**config.mk**
```make
export PLATFORM = sky130hd
export DESIGN_NAME = gpx_i2c_port
export DESIGN_NICKNAME = d
export VERILOG_FILES = /design/src/rtl/gpx_pkg.sv /design/src/rtl/gpx_sync.sv /design/src/rtl/gpx_bus_target.sv /design/src/rtl/gpx_regs.sv /design/src/rtl/gpx_i2c_port.sv
export SDC_FILE = /design/constraint.sdc
export NUM_CORES = 1
export LEC_CHECK = 0
export ABC_CLOCK_PERIOD_IN_PS = 1900
export BUFFER_PORTS_ARGS = -buffer_cell sky130_fd_sc_hd__buf_2
export CAP_MARGIN = 15
export CORE_MARGIN = 10
export CORE_UTILIZATION = 54
export CTS_CLUSTER_SIZE = 12
export DETAILED_ROUTE_END_ITERATION = 6
export HOLD_SLACK_MARGIN = 0.02
export PLACE_DENSITY_LB_ADDON = 0.25
export SKIP_LAST_GASP = 1
export SYNTH_ARGS = -nofsm -noshare
export SYNTH_HDL_FRONTEND = slang
export SYNTH_SLANG_ARGS = --single-unit
```
**constraint.sdc**
```tcl
create_clock -name clk -period 1.9 [get_ports clk]
set_input_delay 0.095 -clock clk [delete_from_list [all_inputs] [get_ports clk]]
set_output_delay 0.095 -clock clk [all_outputs]
set_load 0.02 [all_outputs]
```
**src/rtl/gpx_pkg.sv**
```systemverilog
package gpx_pkg;
   localparam int BYTE_W = 8;
   localparam int PTR_W  = 2;
   localparam int CNT_W  = 4;

   typedef enum logic [2:0] {
      ST_IDLE,
      ST_ADDR,
      ST_AACK,
      ST_RX,
      ST_WACK,
      ST_TX,
      ST_RACK
   } bus_st_t;

   typedef enum logic [PTR_W-1:0] {
      SEL_PINS = 2'd0,
      SEL_OUT  = 2'd1,
      SEL_INV  = 2'd2,
      SEL_DIR  = 2'd3
   } reg_sel_t;
endpackage

```
**src/rtl/gpx_sync.sv**
```systemverilog
module gpx_sync #(
   parameter int   W       = 1,
   parameter int   STAGES  = 2,
   parameter logic RST_BIT = 1'b1
) (
   input  logic         clk,
   input  logic         rst_n,
   input  logic [W-1:0] d_i,
   output logic [W-1:0] q_o
);
   initial begin : p_param_chk
      assert (W >= 1 && STAGES >= 0 && STAGES <= 4)
         else $error("gpx_sync: bad W or STAGES");
   end

   generate
      if (STAGES == 0) begin : g_bypass
         assign q_o = d_i;
      end else begin : g_chain
         logic [W-1:0] stg_q [STAGES];
         always_ff @(posedge clk or negedge rst_n) begin
            if (!rst_n) begin
               for (int i = 0; i < STAGES; i++) stg_q[i] <= {W{RST_BIT}};
            end else begin
               stg_q[0] <= d_i;
               for (int i = 1; i < STAGES; i++) stg_q[i] <= stg_q[i-1];
            end
         end
         assign q_o = stg_q[STAGES-1];
      end
   endgenerate
endmodule

```
**src/rtl/gpx_bus_target.sv**
```systemverilog
module gpx_bus_target
   import gpx_pkg::*;
#(
   parameter logic [6:0] DEV_ADDR = 7'h49
) (
   input  logic              clk,
   input  logic              rst_n,
   input  logic              scl_s_i,
   input  logic              sda_s_i,
   input  logic [BYTE_W-1:0] rd_data_i,
   output logic              ptr_wr_o,
   output logic              reg_wr_o,
   output logic [BYTE_W-1:0] wr_data_o,
   output logic              sda_pull_o
);
   bus_st_t           st_q;
   logic [CNT_W-1:0]  bit_q;
   logic [BYTE_W-1:0] sh_q;
   logic [BYTE_W-1:0] tx_q;
   logic              rw_q;
   logic              cmd_q;
   logic              nack_q;
   logic              scl_d_q;
   logic              sda_d_q;

   logic scl_rise, scl_fall, start_det, stop_det, byte_in_done;

   assign scl_rise     = scl_s_i && !scl_d_q;
   assign scl_fall     = !scl_s_i && scl_d_q;
   assign start_det    = scl_s_i && scl_d_q && sda_d_q && !sda_s_i;
   assign stop_det     = scl_s_i && scl_d_q && !sda_d_q && sda_s_i;
   assign byte_in_done = scl_fall && (bit_q == CNT_W'(BYTE_W));

   always_ff @(posedge clk or negedge rst_n) begin
      if (!rst_n) begin
         scl_d_q <= 1'b1;
         sda_d_q <= 1'b1;
      end else begin
         scl_d_q <= scl_s_i;
         sda_d_q <= sda_s_i;
      end
   end

   always_ff @(posedge clk or negedge rst_n) begin
      if (!rst_n) begin
         st_q   <= ST_IDLE;
         bit_q  <= '0;
         sh_q   <= '0;
         tx_q   <= '0;
         rw_q   <= 1'b0;
         cmd_q  <= 1'b0;
         nack_q <= 1'b0;
      end else if (start_det) begin
         st_q  <= ST_ADDR;
         bit_q <= '0;
         cmd_q <= 1'b1;
      end else if (stop_det) begin
         st_q <= ST_IDLE;
      end else begin
         unique case (st_q)
            ST_ADDR: begin
               if (scl_rise) begin
                  sh_q  <= {sh_q[BYTE_W-2:0], sda_s_i};
                  bit_q <= bit_q + 1'b1;
               end else if (byte_in_done) begin
                  bit_q <= '0;
                  if (sh_q[BYTE_W-1:1] == DEV_ADDR) begin
                     st_q <= ST_AACK;
                     rw_q <= sh_q[0];
                  end else begin
                     st_q <= ST_IDLE;
                  end
               end
            end
            ST_AACK: begin
               if (scl_fall) begin
                  if (rw_q) begin
                     st_q <= ST_TX;
                     tx_q <= rd_data_i;
                  end else begin
                     st_q <= ST_RX;
                  end
               end
            end
            ST_RX: begin
               if (scl_rise) begin
                  sh_q  <= {sh_q[BYTE_W-2:0], sda_s_i};
                  bit_q <= bit_q + 1'b1;
               end else if (byte_in_done) begin
                  bit_q <= '0;
                  st_q  <= ST_WACK;
                  cmd_q <= 1'b0;
               end
            end
            ST_WACK: begin
               if (scl_fall) st_q <= ST_RX;
            end
            ST_TX: begin
               if (scl_fall) begin
                  if (bit_q == CNT_W'(BYTE_W - 1)) begin
                     bit_q <= '0;
                     st_q  <= ST_RACK;
                  end else begin
                     tx_q  <= {tx_q[BYTE_W-2:0], 1'b0};
                     bit_q <= bit_q + 1'b1;
                  end
               end
            end
            ST_RACK: begin
               if (scl_rise) begin
                  nack_q <= sda_s_i;
               end else if (scl_fall) begin
                  if (!nack_q) begin
                     st_q <= ST_TX;
                     tx_q <= rd_data_i;
                  end else begin
                     st_q <= ST_IDLE;
                  end
               end
            end
            default: st_q <= ST_IDLE;
         endcase
      end
   end

   assign ptr_wr_o   = (st_q == ST_RX) && byte_in_done && cmd_q && !start_det && !stop_det;
   assign reg_wr_o   = (st_q == ST_RX) && byte_in_done && !cmd_q && !start_det && !stop_det;
   assign wr_data_o  = sh_q;
   assign sda_pull_o = (st_q == ST_AACK) || (st_q == ST_WACK) ||
                       ((st_q == ST_TX) && !tx_q[BYTE_W-1]);

   AST_NACK_FOREIGN_ADDR: assert property (@(posedge clk) disable iff (!rst_n)
      (st_q == ST_ADDR && byte_in_done && !start_det && !stop_det &&
       sh_q[BYTE_W-1:1] != DEV_ADDR) |=> !sda_pull_o) else $error("foreign address acknowledged");

   AST_ACK_EVERY_WRITE_BYTE: assert property (@(posedge clk) disable iff (!rst_n)
      (st_q == ST_RX && byte_in_done && !start_det && !stop_det) |=> sda_pull_o)
      else $error("write byte not acknowledged");

   AST_RELEASE_AFTER_NACK: assert property (@(posedge clk) disable iff (!rst_n)
      (st_q == ST_RACK && scl_fall && nack_q && !start_det && !stop_det) |=> !sda_pull_o)
      else $error("SDA held after controller NACK");
endmodule

```
**src/rtl/gpx_regs.sv**
```systemverilog
module gpx_regs
   import gpx_pkg::*;
#(
   parameter int NPIO = 4
) (
   input  logic              clk,
   input  logic              rst_n,
   input  logic              ptr_wr_i,
   input  logic              reg_wr_i,
   input  logic [BYTE_W-1:0] wr_data_i,
   input  logic [NPIO-1:0]   pin_s_i,
   output logic [BYTE_W-1:0] rd_data_o,
   output logic [NPIO-1:0]   pin_oe_o,
   output logic [NPIO-1:0]   pin_o
);
   reg_sel_t        ptr_q;
   logic [NPIO-1:0] out_q;
   logic [NPIO-1:0] inv_q;
   logic [NPIO-1:0] dir_q;
   logic            unused_wr_bits;

   assign unused_wr_bits = ^wr_data_i;

   always_ff @(posedge clk or negedge rst_n) begin
      if (!rst_n) begin
         ptr_q <= SEL_PINS;
         out_q <= '1;
         inv_q <= '0;
         dir_q <= '1;
      end else begin
         if (ptr_wr_i) ptr_q <= reg_sel_t'(wr_data_i[PTR_W-1:0]);
         if (reg_wr_i) begin
            unique case (ptr_q)
               SEL_OUT:  out_q <= wr_data_i[NPIO-1:0];
               SEL_INV:  inv_q <= wr_data_i[NPIO-1:0];
               SEL_DIR:  dir_q <= wr_data_i[NPIO-1:0];
               default:  ;
            endcase
         end
      end
   end

   always_comb begin
      unique case (ptr_q)
         SEL_PINS: begin
            rd_data_o             = '1;
            rd_data_o[NPIO-1:0]   = pin_s_i ^ inv_q;
         end
         SEL_OUT: begin
            rd_data_o             = '1;
            rd_data_o[NPIO-1:0]   = out_q;
         end
         SEL_INV: begin
            rd_data_o             = '0;
            rd_data_o[NPIO-1:0]   = inv_q;
         end
         default: begin
            rd_data_o             = '1;
            rd_data_o[NPIO-1:0]   = dir_q;
         end
      endcase
   end

   assign pin_oe_o = ~dir_q;
   assign pin_o    = out_q;

   AST_PTR_HOLDS: assert property (@(posedge clk) disable iff (!rst_n)
      !ptr_wr_i |=> $stable(ptr_q)) else $error("pointer moved without command");

   AST_PIN_VIEW_READ_ONLY: assert property (@(posedge clk) disable iff (!rst_n)
      (reg_wr_i && ptr_q == SEL_PINS) |=> ($stable(out_q) && $stable(inv_q) && $stable(dir_q)))
      else $error("write to pin view changed state");
endmodule

```
**src/rtl/gpx_i2c_port.sv**
```systemverilog
module gpx_i2c_port
   import gpx_pkg::*;
#(
   parameter logic [6:0] DEV_ADDR    = 7'h49,
   parameter int         NPIO        = 4,
   parameter int         SYNC_STAGES = 2
) (
   input  logic            clk,
   input  logic            rst_n,
   input  logic            scl_i,
   input  logic            sda_i,
   output logic            sda_pull_o,
   input  logic [NPIO-1:0] pin_i,
   output logic [NPIO-1:0] pin_oe_o,
   output logic [NPIO-1:0] pin_o
);
   initial begin : p_param_chk
      assert (NPIO >= 1 && NPIO <= BYTE_W) else $error("gpx_i2c_port: NPIO out of range");
      assert (SYNC_STAGES >= 1) else $error("gpx_i2c_port: bus inputs need a synchronizer");
   end

   logic [1:0]        bus_s;
   logic [NPIO-1:0]   pin_s;
   logic [BYTE_W-1:0] rd_data;
   logic [BYTE_W-1:0] wr_data;
   logic              ptr_wr;
   logic              reg_wr;

   gpx_sync #(.W(2), .STAGES(SYNC_STAGES), .RST_BIT(1'b1)) u_bus_sync (
      .clk   (clk),
      .rst_n (rst_n),
      .d_i   ({scl_i, sda_i}),
      .q_o   (bus_s)
   );

   gpx_sync #(.W(NPIO), .STAGES(SYNC_STAGES), .RST_BIT(1'b1)) u_pin_sync (
      .clk   (clk),
      .rst_n (rst_n),
      .d_i   (pin_i),
      .q_o   (pin_s)
   );

   gpx_bus_target #(.DEV_ADDR(DEV_ADDR)) u_target (
      .clk        (clk),
      .rst_n      (rst_n),
      .scl_s_i    (bus_s[1]),
      .sda_s_i    (bus_s[0]),
      .rd_data_i  (rd_data),
      .ptr_wr_o   (ptr_wr),
      .reg_wr_o   (reg_wr),
      .wr_data_o  (wr_data),
      .sda_pull_o (sda_pull_o)
   );

   gpx_regs #(.NPIO(NPIO)) u_regs (
      .clk       (clk),
      .rst_n     (rst_n),
      .ptr_wr_i  (ptr_wr),
      .reg_wr_i  (reg_wr),
      .wr_data_i (wr_data),
      .pin_s_i   (pin_s),
      .rd_data_o (rd_data),
      .pin_oe_o  (pin_oe_o),
      .pin_o     (pin_o)
   );

   AST_IDLE_IN_RESET: assert property (@(posedge clk) disable iff (!rst_n)
      $rose(rst_n) |-> !sda_pull_o) else $error("SDA pulled right after reset");
endmodule

```
-- After elaboration in Yosys (flattened, before gate mapping)
Index checks and enable logic that the tools add are counted.
- flip-flop bits (word level): 54
- logic and storage cells: 135
- add/subtract/negate cells: 1
- equality and inequality tests: 33
- muxes and demuxes: 37
- bitwise operators: 5
- reduce and logical (&&, ||, !) cells: 42
- operators by type and width (operator ; count):
    8-bit 2-to-1 mux ; 7
    8-bit one-hot mux with 3 select lines ; 2
    3-bit 2-to-1 mux ; 14
    4-bit by 1-bit inequality test with 1-bit output (second input constant) ; 8
    4-bit 2-to-1 mux ; 6
    10-bit AND reduction ; 2
    3-bit one-hot mux with 6 select lines ; 1
    1-bit logical AND ; 16
    4-bit AND reduction ; 4
    4-bit inequality test (second input constant) ; 3
    2-bit by 1-bit inequality test with 1-bit output (second input constant) ; 5
    3-bit equality test (second input constant) ; 3
    1-bit logical NOT ; 8
    2-bit inequality test (second input constant) ; 4
    4-bit one-hot mux with 2 select lines ; 1
    7-bit equality test (second input constant) ; 1
    3-bit by 2-bit equality test with 1-bit output (second input constant) ; 2
    2-bit AND reduction ; 3
    6-bit AND reduction ; 1
    3-bit nonzero test ; 2
    1-bit 2-to-1 mux ; 5
    4-bit by 1-bit adder with 4-bit output (second input constant) ; 1
    2-bit equality test (second input constant) ; 2
    4-bit by 3-bit equality test with 1-bit output (second input constant) ; 1
    12 further kinds ; 16

-- Logic depth before layout (Yosys ltp)
Gate-level depths: netlist of the first run.
- word-level depth: 8
- depth in mapped cells: 7
- mapped depth without buffers: 6

-- Modules after synthesis
From an unflattened synthesis of the first run, not the netlist that was laid out.
- cells, all modules: 241
- area, all modules: 2934.1 um^2
- by module, submodules not included (module ; times used ; cells an instance ; area each (um^2) ; seq. area each (um^2)):
    gpx_bus_target ; 1 ; 161 ; 1785.5 ; 703.2
    gpx_regs ; 1 ; 62 ; 788.3 ; 360.3
    gpx_sync (u_pin_sync) ; 1 ; 12 ; 240.2 ; 210.2
    gpx_sync (u_bus_sync) ; 1 ; 6 ; 120.1 ; 105.1

-- Worst setup path after synthesis of the first run
Ideal clock, no wire load.
- kind: reg2reg
- start point: register u_target.bit_q[0]
- end point: register u_target.tx_q[2]
- setup time: 127 ps
- arrival time: 1755 ps
- required time: 1773 ps
- path slack: 18 ps
- cell stages (with the launch flop): 6
- path buffers: 0
- clock period less this slack: 1882 ps
- path through: dfrtp_1 -> ha_1 -> and3b_1 -> o22a_1 -> nor3_4 -> mux2_1
- cells in the longest elaborated chain, start to end: 3
- RTL lines (element ; RTL line ; RTL):
    start: declaration ; gpx_bus_target.sv:17 ; logic [CNT_W-1:0] bit_q;
    start signal: assignment ; gpx_bus_target.sv:64 ; bit_q <= bit_q + 1'b1;
    start signal: assignment ; gpx_bus_target.sv:88 ; bit_q <= bit_q + 1'b1;
    start signal: assignment ; gpx_bus_target.sv:105 ; bit_q <= bit_q + 1'b1;
    4-bit by 3-bit equality test with 1-bit output ; gpx_bus_target.sv:100 ; if (bit_q == CNT_W'(BYTE_W - 1)) begin
    2-bit inequality test (no line) ; n/a ;
    10-bit AND reduction (no line) ; n/a ;
    end signal: assignment ; gpx_bus_target.sv:79 ; tx_q <= rd_data_i;
    end signal: assignment ; gpx_bus_target.sv:104 ; tx_q <= {tx_q[BYTE_W-2:0], 1'b0};
    end signal: assignment ; gpx_bus_target.sv:115 ; tx_q <= rd_data_i;
    end: declaration ; gpx_bus_target.sv:19 ; logic [BYTE_W-1:0] tx_q;
No other way between the ends.
A chain may end at the register's enable or synchronous reset.

-- Worst setup path in the final report of the first run
- start point: register u_target.bit_q[0]
- end point: register u_target.tx_q[1]
Same word-level chain as after synthesis.

==> results of run 1 <==
-- path summary, 6_finish.rpt --
check	slack, ns	endpoint	cells past startpoint	startpoint
setup / recovery	0.08	u_target.tx_q[1]$_DFFE_PN0P_	5	u_target.bit_q[0]$_DFFE_PN0P_
hold / removal	0.36	u_bus_sync.q_o[1]$_DFF_PN1_	0	u_bus_sync.g_chain.stg_q[3]$_DFF_PN1_
setup reg to reg	0.08	u_target.tx_q[1]$_DFFE_PN0P_	5	u_target.bit_q[0]$_DFFE_PN0P_
hold reg to reg	0.36	u_bus_sync.q_o[1]$_DFF_PN1_	0	u_bus_sync.g_chain.stg_q[3]$_DFF_PN1_
max in group asynchronous	1.00	u_target.st_q[0]$_DFFE_PN0P_	3	rst_n
min in group asynchronous	0.43	u_target.tx_q[4]$_DFFE_PN0P_	3	rst_n
-- cell type report --
type	instances	area (µm²)	share of cell area, %
clock inverter	3	43.8	1.44
inverter	17	63.8	2.10
sequential	54	1380	45.4
multi-input combinational	146	1150	37.9
timing repair buffer	38	267	8.76
tap	54	67.6	2.22
clock buffer	5	68.8	2.26
-- registers in the layout, indices dropped and copies added (netlist names), 2 cells and up --
name	cells
u_target.tx_q	8
u_target.wr_data_o	8
u_pin_sync.g_chain.stg_q	4
u_pin_sync.q_o	4
u_regs.dir_q	4
u_regs.inv_q	4
u_regs.pin_o	4
u_target.bit_q	4
u_target.st_q	3
u_bus_sync.g_chain.stg_q	2
u_bus_sync.q_o	2
u_regs.ptr_q	2
-- per-layer routing --
| metal | wire, µm | track usage (%) |
|---|---|---|
| met3 | 186 | 3.37 |
| met1 | 2490 | 19.1 |
| met5 | 0 | 0 |
| met2 | 2350 | 21.5 |
| met4 | 47 | 4.34 |
-- metrics by stage --
stage / total power, mW / cells / TNS (ns) / area [µm²]
6_report: 2.20 / 317 / 0 / 3040
5_1_grt: 2.32 / 317 / -0.0352 / 3040
4_1_cts: 2.21 / 315 / 0 / 3000
3_5_place_dp: 1.43 / 300 / 0 / 2820
3_3_place_gp: 1.42 / 300 / 0 / 2820
2_1_floorplan: 1.36 / 226 / 0 / 2610
-- power by group through the flow --
stage	Sequential, mW	Clock [mW]	Combinational (mW)
final	1.26	0.771	0.167
after global routing	1.27	0.850	0.193
after CTS	1.26	0.788	0.158
after detailed placement	1.28	0	0.147
after global placement	1.28	0	0.142
after floorplan	1.26	0	0.0923
-- cell usage in the layout, fill, tap and decap left out, drive strengths merged, types with 6 or more instances in the layout --
master | synthesis | routed
inv | 17 | 18
nand3 | 6 | 6
dlygate4sd3 | 0 | 7
o21ai | 14 | 14
buf | 4 | 31
nor2 | 8 | 8
nand2 | 10 | 10
mux2 | 27 | 27
a21oi | 8 | 8
dfrtp | 32 | 32
mux2i | 9 | 9
dfstp | 22 | 22
-- cell families after synthesis --
group	Yosys count	share of synthesized area (%)
and+or+nand+nor	60	14.8
DFF	54	52.8
AOI/OAI and AO/OA	46	11.8
muxes	36	15.1
buffers and inverters	26	3.93
xor gates and xnor gates	2	0.671
adders and majority gates	2	0.958
-- timing repair --
| action | CTS | global route |
|---|---|---|
| hold buffers | 7 | 0 |
| gates resized for setup | 0 | 12 |
| setup buffers | 0 | 2 |
| setup endpoints to repair | 0 | 23 |
| hold endpoints to repair | 38 | 0 |
==> results.tsv, run 1 <==
stage	metric	value	unit
run_status	outcome	finished clean	
sta	finalCritPeriodShare	95.9	%
floorplan	fp-row-count	25	
floorplan	die_h	89.5	µm
synthesis	netlist_area	2610	µm²
synthesis	netlist_top_cells_area	dfrtp_1 31%, dfstp_2 22%, mux2_2 11%	
synthesis	syn_inst	226	
sta	slew_headroom	56.6	%
clock_network	cts.clk_slew.worst_paths	0.10	ns
sta	setup_viol	0	
worst_setup_path	critical-path-slowest-cell	dfrtp_1	
placement	port_buffers	16	
grt	grt_max_degree	55	
layout	drive_gt1_share	37.3	%
grt	grt_pass1_wl	8.78	mm
pwr	power_density	723	nW/µm²
worst_setup_path	path_buf_inv	0	
floorplan	pin_count	17	
clock_network	clockRootBuffer	clkbuf_8	
clock_network	cts_made_buffers	5	
worst_setup_path	slowest_delay	0.41	ns
worst_setup_path	cp_top_family	simple AND/OR/NAND/NOR gates	
clock_network	clockBufferDepth	2	
synthesis	synth-async-reset-ratio	100	%
worst_setup_path	worstSetupEndpointType	register	
pwr	p_leak	1.37	nW
sta	rsz0062_at_grt	true	
placement	place.gp.congestion	0.916	
synthesis	synth_common_cells	32 x dfrtp_1, 25 x mux2_2, 22 x dfstp_2	
worst_setup_path	cp-start-kind	register	
layout	layout.nets	272	
synthesis	synth_warnings	0	
sta	final.setup.worst_slack	0.0770	ns
run	drv_cap	0	
routing	ant_nets	0	
synthesis	yosys.area.top_type	dfrtp_1	
synthesis	synth-edff-count	0	
pwr	power.net_switching	512	µW
pwr	sw_frac_of_total	23.2	%
pwr	ir_drop	496	µV
grt	grt_usage	14.1	%
synthesis	synth_top_area_share	30.7	%
synthesis	synth_most_common_cell	dfrtp_1	
sta	clock.fmax	549	MHz
sta	whs	0.360	ns
layout	areaGrowthSynthToFinish	16.5	%
pwr	internal-power	1.69	mW
sta	timing.final.hold_violations	0	
routing	vias	1800	
synthesis	synth-main-ff-cell	dfrtp_1	
layout	n_antenna_cell	0	
synthesis	postSynthAreaPerCell	11.6	µm²
synthesis	synth_seq_cells	54	
routing	wl	5.08	mm
layout	fillerInstances	371	
sta	worstMarginPinSlew	0.651	ns
pwr	pwr-share-comb	7.6	%
floorplan	die-area	8020	µm²
routing	wire_per_inst	16.0	µm
grt	grt-ovfl-total	0	
pwr	p_clk_share	35.0	%
layout	post-route-util	64.9	%
routing	drc	0	
clock_network	cts_max_level	2	
sta	skew	0.00210	ns
synthesis	syn_nets	236	
routing	first_iter_violations	130	
placement	hpwl	3.55	mm
worst_setup_path	crit_arrival	2.02	ns
routing	via_per_inst	5.68	
clock_network	insertion_delay	0.30	ns
floorplan	die_x	89.5	µm
synthesis	yosysSeqAreaShare	52.8	%
sta	min_period	1.82	ns
clock_network	cts_tree	built	
synthesis	ys_types	51	
worst_setup_path	cp_max_fo	4	
clock_network	clock_sinks	54	
worst_setup_path	crit_type	reg2reg	
floorplan	start_util	55.7	%
pwr	seqPwrFrac	57.4	%
routing	dr.pass1.iters	4	
grt	antenna_found_initial	0	
placement	place_ws	0.0238	ns
worst_setup_path	crit_chain	ha_1 > and3b_1 > o22a_1 > nor3_4 > mux2_1	
grt	first_global_vias	1814	
sta	finalMaxSlewViolations	0	
floorplan	core_region_area	4690	µm²
worst_setup_path	cp.required	2.09	ns
worst_hold_path	hold_path.class	reg2reg	
(Power assumes the default switching activity.)
==> run 2: changes to the inputs <==
- ABC_CLOCK_PERIOD_IN_PS: 1900 -> 1500
- clock period: 1.9 -> 1.5 ns (I/O delays scaled with it)
==> results.tsv, run 2 (same netlist as run 1, synthesis figures left out) <==
stage	metric	value	unit	change
placement	place_ws	-0.296	ns	was 0.0238 ns
worst_setup_path	critical-path-slowest-cell	dfrtp_1		unchanged
run_status	outcome	complete, but fails checks		was finished clean
worst_setup_path	cp.required	1.71	ns	was 2.09 ns
grt	met2_usage	30.3	%	was 21.5%
pwr	p_leak	1.64	nW	was 1.37 nW
grt	first_global_vias	2233		was 1814
worst_setup_path	crit_arrival	2.04	ns	was 2.02 ns
grt	grt-ovfl-total	0		unchanged
grt	use_met3	3.74	%	was 3.37%
clock_network	clockRootBuffer	clkbuf_8		unchanged
worst_hold_path	hold_path.class	in2async		was reg2reg
sta	tns	-7.30	ns	was 0 ns
placement	place.gp.congestion	0.864		was 0.916
floorplan	pin_count	17		unchanged
grt	antenna_found_initial	0		unchanged
worst_setup_path	worstSetupEndpointType	register		unchanged
layout	areaGrowthSynthToFinish	38.7	%	was 16.5%
routing	vias	2075		was 1800
grt	grt_max_degree	25		was 55
run_status	violations	setup timing		
sta	slew_headroom	62.4	%	was 56.6%
sta	rsz0062_at_grt	true		unchanged
layout	layout.nets	311		was 272
pwr	ir_drop	830	µV	was 496 µV
worst_setup_path	cp_top_family	flip-flops		was simple AND/OR/NAND/NOR gates
placement	port_buffers	16		unchanged
clock_network	cts_made_buffers	5		unchanged
grt	gr-max-usage-layer	met2		unchanged
floorplan	start_util	55.7	%	unchanged
clock_network	insertion_delay	0.31	ns	was 0.30 ns
floorplan	die_x	89.5	µm	unchanged
sta	timing.final.hold_violations	0		unchanged
routing	dr.pass1.iters	4		unchanged
worst_setup_path	cp-start-kind	register		unchanged
worst_setup_path	path_buf_inv	1		was 0
layout	fillerInstances	280		was 371
floorplan	fp-row-count	25		unchanged
sta	skew	0.00333	ns	was 0.00210 ns
sta	finalCritPeriodShare	122	%	was 95.9%
grt	grt_pass1_wl	11.1	mm	was 8.78 mm
floorplan	die_h	89.5	µm	unchanged
clock_network	clockBufferDepth	2		unchanged
routing	ant_nets	0		unchanged
layout	final_common_cell	buf_4		was dfrtp_1
sta	clock.fmax	547	MHz	was 549 MHz
layout	n_antenna_cell	0		unchanged
clock_network	cts.clk_slew.worst_paths	0.10	ns	about the same
worst_setup_path	cp_max_fo	4		unchanged
worst_setup_path	crit_chain	ha_2 > and3b_2 > o22a_1 > nor3_4 > buf_4 > mux2_4		was ha_1 > and3b_1 > o22a_1 > nor3_4 > mux2_1
run	drv_cap	0		unchanged
grt	met1_usage	22.7	%	was 19.1%
sta	final.setup.worst_slack	-0.329	ns	was 0.0770 ns
routing	wl	6.53	mm	was 5.08 mm
sta	finalMaxSlewViolations	0		unchanged
grt	grt_usage	18.1	%	was 14.1%
pwr	power_density	771	nW/µm²	was 723 nW/µm²
layout	layout_common_cells	39 x buf_4, 29 x dfrtp_1, 22 x dfstp_2, 16 x inv_1, 16 x buf_2		was 31 x dfrtp_1, 24 x mux2_2, 22 x dfstp_2, 17 x inv_1, 16 x buf_2
placement	hpwl	4.03	mm	was 3.55 mm
sta	worstMarginPinSlew	0.564	ns	was 0.651 ns
sta	setup_viol	40		was 0
floorplan	core_region_area	4690	µm²	unchanged
routing	wire_per_inst	18.3	µm	was 16.0 µm
layout	drive_gt1_share	54.0	%	was 37.3%
routing	drc	0		unchanged
clock_network	cts_tree	built		unchanged
routing	via_per_inst	5.83		was 5.68
floorplan	die-area	8020	µm²	unchanged
clock_network	cts_max_level	2		unchanged
routing	first_iter_violations	130		unchanged
worst_setup_path	slowest_delay	0.43	ns	was 0.41 ns
sta	min_period	1.83	ns	was 1.82 ns
clock_network	clock_sinks	54		unchanged
worst_setup_path	crit_type	reg2reg		unchanged
==> run 2: cell count changes in the layout (fill, tap and decap cells not counted), moves of 3 or more <==
cell      before  now
buf_4         14   39
buf_6          1   13
mux2_2        24   13
mux2_4         1   14
nand2b_1       4    1
nor3_4         1    4
o21ai_0       10    7
==> run 2: worst reg2reg max path, stage by stage, from the launching register on <==
cell     delay, ns
dfrtp_1       0.43
ha_2          0.20
and3b_2       0.22
o22a_1        0.26
nor3_4        0.19
buf_4         0.15
mux2_4        0.28
==> run 2: final cells by class <==
cell class | instances | area [µm²] | share of cell area (%)
sequential | 54 | 1380 | 38.2
multi-input combinational | 146 | 1380 | 38.2
timing repair buffer | 77 | 629 | 17.4
clock buffer | 7 | 86.3 | 2.38
tap | 54 | 67.6 | 1.87
inverter | 17 | 63.8 | 1.76
clock inverter | 1 | 8.76 | 0.242
==> run 2: final timing paths <==
check / start / to / slack, ns / depth (start not counted)
worst max-delay path: u_target.bit_q[1]$_DFFE_PN0P_ / u_target.tx_q[2]$_DFFE_PN0P_ / -0.33 / 6
worst min-delay path: rst_n / u_target.wr_data_o[2]$_DFFE_PN0P_ / 0.28 / 2
worst max register to register: u_target.bit_q[1]$_DFFE_PN0P_ / u_target.tx_q[2]$_DFFE_PN0P_ / -0.33 / 6
worst min register to register: u_pin_sync.g_chain.stg_q[5]$_DFF_PN1_ / u_pin_sync.q_o[1]$_DFF_PN1_ / 0.36 / 0
max in group asynchronous: rst_n / u_pin_sync.q_o[1]$_DFF_PN1_ / 0.58 / 3
min in group clk: u_pin_sync.g_chain.stg_q[5]$_DFF_PN1_ / u_pin_sync.q_o[1]$_DFF_PN1_ / 0.36 / 0
==> run 2: what timing repair did <==
action / 4_1_cts / 5_1_grt
pin swaps: 13 / 4
gates cloned: 1 / 0
endpoints found under the setup margin: 40 / 41
buffers inserted: 14 / 3
hold buffers: 7 / 0
endpoints found under the hold margin: 17 / 0
resized for setup: 44 / 19
==> run 2: per-stage QoR <==
| stage | hold WS [ns] | total power [mW] | std cells | cell area (µm²) | util [%] |
|---|---|---|---|---|---|
| after global placement | 0.0800 | 1.86 | 326 | 3100 | 66.0 |
| after detailed placement | 0.0955 | 1.87 | 326 | 3100 | 66.0 |
| after global routing | 0.315 | 2.90 | 356 | 3620 | 77.2 |
| final | 0.282 | 2.79 | 356 | 3620 | 77.2 |
| after floorplan | -0.221 | 1.73 | 226 | 2690 | - |
| after CTS | 0.295 | 2.79 | 355 | 3550 | 75.7 |
==> run 2: metal layers <==
layer	wire (µm)	vias up
met5	0	-
met3	204	18
met2	3300	51
li1	-	968
met4	109	0
met1	2920	1038
==> run 2: power breakdown <==
part / internal [mW] / switching [mW] / leakage [nW]
clock: 0.382 / 0.482 / 0.0489
combinational: 0.170 / 0.165 / 0.932
sequential: 1.54 / 0.0538 / 0.663
